`src/rtl/addsub_pkg.sv`:
```
package addsub_pkg;

    typedef enum logic {
        OP_ADD = 1'b0,
        OP_SUB = 1'b1
    } op_e;

endpackage

```
`src/rtl/fa_cell.sv`:
```
module fa_cell (
    input  logic x_i,
    input  logic y_i,
    input  logic c_i,
    output logic s_o,
    output logic c_o
);
    // odd parity of the three inputs gives the sum; any two set give the carry
    assign s_o = x_i ^ y_i ^ c_i;
    assign c_o = (x_i & y_i) | (x_i & c_i) | (y_i & c_i);
endmodule

```
`src/rtl/ripple_chain.sv`:
```
module ripple_chain #(
    parameter int W = 8
) (
    input  logic [W-1:0] x_i,
    input  logic [W-1:0] y_i,
    input  logic         cin_i,
    output logic [W-1:0] sum_o,
    output logic         cout_o
);
    logic [W:0] carry;

    assign carry[0] = cin_i;

    // carries move from column 0 upward, one cell at a time
    for (genvar k = 0; k < W; k++) begin : g_col
        fa_cell u_fa (
            .x_i (x_i[k]),
            .y_i (y_i[k]),
            .c_i (carry[k]),
            .s_o (sum_o[k]),
            .c_o (carry[k+1])
        );
    end

    assign cout_o = carry[W];
endmodule

```
`src/rtl/ovf_detect.sv`:
```
module ovf_detect (
    input  logic sx_i,
    input  logic sy_i,
    input  logic ss_i,
    output logic ovf_o
);
    // same-sign inputs whose sum changes sign have left the signed range
    assign ovf_o = (sx_i == sy_i) && (ss_i != sx_i);
endmodule

```
`src/rtl/sext_unit.sv`:
```
module sext_unit #(
    parameter int W  = 8,
    parameter int EW = 16
) (
    input  logic [W-1:0]  val_i,
    output logic [EW-1:0] ext_o
);
    localparam int PAD = EW - W;

    if (PAD > 0) begin : g_pad
        assign ext_o = {{PAD{val_i[W-1]}}, val_i};
    end else begin : g_nopad
        assign ext_o = val_i[EW-1:0];
    end
endmodule

```
`src/rtl/addsub_core.sv`:
```
module addsub_core #(
    parameter int W  = 8,
    parameter int EW = 16
) (
    input  logic          clk,
    input  logic          rst_n,
    input  logic [W-1:0]  opa_i,
    input  logic [W-1:0]  opb_i,
    input  logic          sub_i,
    output logic [W-1:0]  res_o,
    output logic          cout_o,
    output logic          ovf_o,
    output logic [EW-1:0] res_ext_o
);
    import addsub_pkg::*;

    localparam int MSB = W - 1;

    typedef struct packed {
        logic [W-1:0] res;
        logic         cout;
        logic         ovf;
    } out_t;

    op_e          op;
    logic [W-1:0] b_eff;
    logic         cin;
    logic [W-1:0] chain_sum;
    logic         chain_cout;
    logic         chain_ovf;
    out_t         out_d;
    out_t         out_q;

    assign op = op_e'(sub_i);

    // subtract: invert B and inject one as the first column's carry
    always_comb begin
        b_eff = (op == OP_SUB) ? ~opb_i : opb_i;
        cin   = (op == OP_SUB);
    end

    ripple_chain #(.W(W)) u_chain (
        .x_i    (opa_i),
        .y_i    (b_eff),
        .cin_i  (cin),
        .sum_o  (chain_sum),
        .cout_o (chain_cout)
    );

    // the sign rule sees the operands exactly as they enter the chain
    ovf_detect u_ovf (
        .sx_i  (opa_i[MSB]),
        .sy_i  (b_eff[MSB]),
        .ss_i  (chain_sum[MSB]),
        .ovf_o (chain_ovf)
    );

    always_comb begin
        out_d      = out_q;
        out_d.res  = chain_sum;
        out_d.cout = chain_cout;
        out_d.ovf  = chain_ovf;
    end

    always_ff @(posedge clk or negedge rst_n) begin
        if (!rst_n) begin
            out_q <= '0;
        end else begin
            out_q <= out_d;
        end
    end

    assign res_o  = out_q.res;
    assign cout_o = out_q.cout;
    assign ovf_o  = out_q.ovf;

    sext_unit #(.W(W), .EW(EW)) u_sext (
        .val_i (out_q.res),
        .ext_o (res_ext_o)
    );
endmodule

```
`config.mk`:
```
export PLATFORM = sky130hd
export DESIGN_NAME = addsub_core
export DESIGN_NICKNAME = d
export VERILOG_FILES = /design/src/rtl/addsub_pkg.sv /design/src/rtl/fa_cell.sv /design/src/rtl/ripple_chain.sv /design/src/rtl/ovf_detect.sv /design/src/rtl/sext_unit.sv /design/src/rtl/addsub_core.sv
export SDC_FILE = /design/constraint.sdc
export NUM_CORES = 1
export LEC_CHECK = 0
export CAP_MARGIN = 15
export CORE_MARGIN = 5
export CORE_UTILIZATION = 37
export CTS_CLUSTER_DIAMETER = 200
export DETAILED_ROUTE_END_ITERATION = 6
export GPL_TIMING_DRIVEN = 0
export PLACE_DENSITY = 0.83
export SLEW_MARGIN = 25
export SYNTH_ARGS = -nofsm -noshare
export SYNTH_HDL_FRONTEND = slang
export SYNTH_SLANG_ARGS = --single-unit
```
`constraint.sdc`:
```
create_clock -name clk -period 1.3 [get_ports clk]
set_input_delay 0.195 -clock clk [delete_from_list [all_inputs] [get_ports clk]]
set_output_delay 0.195 -clock clk [all_outputs]
set_load 0.005 [all_outputs]
```
# Word level (Yosys, flattened, before mapping)
# Cells that the tools add are included.
[word_totals]
ram_bits = 0
mem_count = 0
out_inout_bits = 26
latch_bits = 0
ff_bits = 10
rom_bits = 0
[classes]
mux = 1
shifts = 0
n_reduce_logical = 1
order_cmp = 0
div_mod_pow = 0
addsub = 0
n_eq_ne = 2
n_mul = 0
n_bitwise = 57
[op_table]
columns = ["cell", "count"]
rows = [
  ["AND 1 bit", 24],
  ["OR 1 bit", 16],
  ["XOR 1 bit", 16],
  ["2-to-1 mux 8 bit", 1],
  ["inverter 8 bit", 1],
  ["equality test 1 bit", 1],
  ["logical AND 1 bit", 1],
  ["inequality test 1 bit", 1],
]

# Longest topological paths before layout
[logic_depth]
depth_word = 26
depth_mapped = 13
mapped_depth_nobuf = 12

# Cells and area by module
# From an unflattened synthesis, not the netlist that was laid out.
[unflattened]
cells_unflattened = 46
hier_area_um2 = 634.4
[by_module_without_submodules]
columns = ["module", "n_inst", "area_per_inst_um2", "cells_per_inst"]
rows = [
  ["addsub_core", 1, 331.6, 19],
  ["fa_cell", 8, 20.0, 1],
  ["sext_unit", 1, 120.1, 16],
  ["ovf_detect", 1, 22.5, 3],
]

# Worst setup path after synthesis
# Ideal clock, no wire load.
[synth_path]
kind = "in2reg"
from = "in sub_i"
to = "reg out_q, in the netlist ovf_o"
arrival_ns = 3.288
cell_stages = 13
slack_ns = -2.106
t_required_ns = 1.181
setup_ns = 0.119
path_cell_list = "buf_6 xor2_1 fa_1 inv_1 fa_1 fa_1 fa_1 fa_1 fa_1 inv_1 fa_1 xnor2_1 nor2_1"
[synth_via]
elab_chain_len = 25
[synth_rtl]
columns = ["item", "line_no", "rtl"]
rows = [
  ["from (decl)", "addsub_core.sv:9", "input logic sub_i,"],
  ["2-to-1 mux 8 bit", "addsub_core.sv:38", "b_eff = (op == OP_SUB) ? ~opb_i : opb_i;"],
  ["AND 1 bit", "fa_cell.sv:10", "assign c_o = (x_i & y_i) | (x_i & c_i) | (y_i & c_i);"],
  ["OR 1 bit (2 in series)", "fa_cell.sv:10", ""],
  ["AND 1 bit", "fa_cell.sv:10", ""],
  ["OR 1 bit (2 in series)", "fa_cell.sv:10", ""],
  ["AND 1 bit", "fa_cell.sv:10", ""],
  ["OR 1 bit (2 in series)", "fa_cell.sv:10", ""],
  ["AND 1 bit", "fa_cell.sv:10", ""],
  ["[6 not listed]", "n/a", ""],
  ["OR 1 bit (2 in series)", "fa_cell.sv:10", ""],
  ["AND 1 bit", "fa_cell.sv:10", ""],
  ["OR 1 bit (2 in series)", "fa_cell.sv:10", ""],
  ["XOR 1 bit (*)", "fa_cell.sv:9", "assign s_o = x_i ^ y_i ^ c_i;"],
  ["named net u_chain.g_col[7].u_fa.s_o", "fa_cell.sv:5", "output logic s_o,"],
  ["inequality test 1 bit (*)", "ovf_detect.sv:8", "assign ovf_o = (sx_i == sy_i) && (ss_i != sx_i);"],
  ["logical AND 1 bit (*)", "ovf_detect.sv:8", ""],
  ["named net chain_ovf", "addsub_core.sv:30", "logic chain_ovf;"],
  ["to (signal assigned)", "addsub_core.sv:69", "out_q <= out_d;"],
  ["to (decl)", "addsub_core.sv:32", "out_t out_q;"],
]
# The timed path passes the listed nets; every way through them passes the cells marked *.

# Final worst setup path
[layout_path]
from = "in opb_i[1]"
to = "reg out_q, in the netlist ovf_o"
[layout_via]
elab_chain_len = 23
[layout_rtl]
columns = ["item", "line_no", "rtl"]
rows = [
  ["from (decl)", "addsub_core.sv:8", "input logic [W-1:0] opb_i,"],
  ["inverter 8 bit", "addsub_core.sv:38", ""],
  ["2-to-1 mux 8 bit (*)", "addsub_core.sv:38", ""],
  ["AND 1 bit", "fa_cell.sv:10", ""],
  ["OR 1 bit", "fa_cell.sv:10", ""],
  ["OR 1 bit (*)", "fa_cell.sv:10", ""],
  ["AND 1 bit", "fa_cell.sv:10", ""],
  ["OR 1 bit", "fa_cell.sv:10", ""],
  ["OR 1 bit (*)", "fa_cell.sv:10", ""],
  ["[9 not listed]", "n/a", ""],
  ["AND 1 bit", "fa_cell.sv:10", ""],
  ["OR 1 bit", "fa_cell.sv:10", ""],
  ["OR 1 bit (*)", "fa_cell.sv:10", ""],
  ["XOR 1 bit (*)", "fa_cell.sv:9", ""],
  ["named net u_chain.g_col[7].u_fa.s_o", "fa_cell.sv:5", ""],
  ["inequality test 1 bit (*)", "ovf_detect.sv:8", ""],
  ["logical AND 1 bit (*)", "ovf_detect.sv:8", ""],
  ["named net chain_ovf", "addsub_core.sv:30", ""],
]
# Marks and branches as above.

==> results.sh <==
export IMPL_worst_setup_path_end_kind="flop"
export IMPL_postRouteAntennaNets=0
export IMPL_portBuffers=43
export IMPL_dieArea_um2=2770
export IMPL_cpMostUsedCell="fa_2"
export IMPL_crit_path_top_delay_cell="fa_1"
export IMPL_die_x_um=52.7
export IMPL_drt_wl_total_um=1420
export IMPL_synth_xor_area_share=0.117
export IMPL_final_common_cell="clkdlybuf4s50_1"
export IMPL_die_y_um=52.7
export IMPL_cts_sinks=10
export IMPL_min_path_type="in -> reg"
export IMPL_synth_cell_type_count=10
export IMPL_grt_max_degree=11
export IMPL_max_stage_delay_ns=0.42
export IMPL_yosysTopAreaCell="dfrtp_1"
export IMPL_num_antenna_cells=0
export IMPL_synth_top_area_frac=0.372
export IMPL_syn_inst=58
export IMPL_firstDrtPassIters=2
export IMPL_finalInstanceArea_um2=1210
export IMPL_critical_path_class="in -> reg"
export IMPL_io_pin_count=45
export IMPL_status="finished with violations"
export IMPL_slew_viol_final=0
export IMPL_hp_start="opa_i[0]"
export IMPL_path_max_fanout=2
export IMPL_synth_avg_cell_area_um2=11.6
export IMPL_antenna_found_initial=0
export IMPL_setup_tns_ns=-9.78
export IMPL_peakVddDrop_mv=0.522
export IMPL_grt_pass1_wl_um=2210
export IMPL_synth_compound_area_frac=0
export IMPL_start_util=0.390
export IMPL_endpoint="ovf_o$_DFF_PN0_"
export IMPL_routedWlPerCell_um=10.9
export IMPL_dpl_hpwl_um=1250
export IMPL_yosys_area_share_simple=0.00558
export IMPL_leakagePower_uw=0.000587
export IMPL_synth_top_family_by_area="buffers and inverters"
export IMPL_vias=513
export IMPL_gp_congestion=0.660
export IMPL_drc=0
export IMPL_synth_area_leaders="dfrtp_1, fa_1, buf_4"
export IMPL_finalHoldViolCount=0
export IMPL_clk_path_buf_depth=2
export IMPL_grt_pass1_vias=546
export IMPL_slew_headroom=0.731
export IMPL_drtIter0Drc=1
export IMPL_syn_to_final_growth_pct=79.7
export IMPL_worst_pin_slew_ns=0.403
export IMPL_synth_mux_area_frac=0.0167
export IMPL_yosysSeqAreaShare=0.372
export IMPL_coreArea_um2=1730
export IMPL_synth_seq_cells=10
export IMPL_period_needed_ns=2.97
export IMPL_cts_tree="done"
export IMPL_synthesis_area_um2=673
export IMPL_crit_start="opb_i[1]"
export IMPL_vias_per_cell=3.92
export IMPL_nNetsFinal=135
export IMPL_path_clk_slew_ns=0.05
export IMPL_cp_start_kind="input port"
export IMPL_cts_max_level=1
export IMPL_root_buffer="clkbuf_4"
export IMPL_power_density_nw_per_um2=1220
export IMPL_synth_fp_nets=85
export IMPL_max_cap_violations=0
export IMPL_crit_chain="buf_8 -> xor2_4 -> fa_2 -> inv_2 -> fa_2 -> fa_2 -> fa_2 -> fa_2 -> fa_2 -> inv_2 -> fa_1 -> xnor2_1 -> nor2_1"
export IMPL_worstPathRequired_ns=1.45
export IMPL_setup_viol=17
export IMPL_layout_common_cells="clkdlybuf4s50_1, buf_4, dlygate4sd2_1"
export IMPL_numCtsBuffers=3
export IMPL_path_buf_inv=3
export IMPL_globalRouteOverflowTotal=0
export IMPL_drive_above_1_share=0.377
export IMPL_synthAdderAreaFrac=0.227
export IMPL_placed_cell_area_um2=1170
export IMPL_fin_crit_sh=2.29
export IMPL_path_depth=13
export IMPL_grt_use_total=0.113
export IMPL_dpl_worst_slack_ns=-2.36
export IMPL_core_rowCount=15
export IMPL_grt_setup_unrepaired="yes"
export IMPL_crit_family="adder cells"
export IMPL_fin_ws_ns=-1.67
export IMPL_arrival_ns=3.12
export IMPL_violations="setup timing"
export IMPL_yosysWarnings=0
export IMPL_fmax_mhz=337
[per-layer routing]
layer,wire (µm),global-route usage,share of wire
met1,469,0.110,0.33
met2,800,0.213,0.56
met3,124,0.0114,0.087
met4,29,0.0894,0.020
met5,0,0,0
[flip-flops by register name (all words and copies together), names as in the netlist]
name and count:
ovf_o 1, res_o 8, cout_o 1
[power by group]
| part | internal [µW] | total, µW | switching, µW |
|---|---|---|---|
| clock network | 106 | 193 | 87.4 |
| logic | 582 | 838 | 257 |
| registers | 389 | 441 | 51.5 |
| total | 1080 | 1470 | 395 |
[layout make-up]
cell class | instances | area, µm²
clock buffers | 3 | 22.5
fillers | 130 | 517
well taps | 25 | 31.3
multi-input cells | 19 | 292
flip-flops and latches | 10 | 250
inverters | 12 | 45.0
plain buffers | 17 | 140
repair buffers | 45 | 429
[kinds of logic after synthesis]
kind of cell | after synthesis
buf+inv | 29
flops | 10
xor+xnor | 9
fa+ha+maj | 8
mux | 1
simple gates | 1
[synthesized netlist by cell type, drive strengths merged]
master,n
xnor2,6
buf,17
nor2,1
ha,1
dfrtp,10
inv,12
mux2,1
fa,7
xor2,3
[metrics by stage]
stage	total power, µW	hold WS [ns]	instances	util
4_1_cts	1490	0.130	131	0.687
6_report	1470	0.155	131	0.701
3_3_place_gp	1330	0.509	126	0.675
5_1_grt	1590	0.161	131	0.701
3_5_place_dp	1360	0.510	126	0.675
2_1_floorplan	809	-0.101	58	-
[what timing repair did]
action,CTS,global route
hold buffers,0,0
pin swaps,10,10
setup endpoints to repair,33,18
buffers inserted,2,0
resized for setup,33,8
hold endpoints to repair,0,0
[how the worst min path moves through the flow]
stage                              end  cells past startpoint
global placement    res_o[0]$_DFF_PN0_                      1
finish              res_o[0]$_DFF_PN0_                      2
floorplan             cout_o$_DFF_PN0_                      0
global route        res_o[0]$_DFF_PN0_                      2
CTS                 res_o[0]$_DFF_PN0_                      2
detailed placement  res_o[3]$_DFF_PN0_                      1
(Power assumes the default switching activity.)
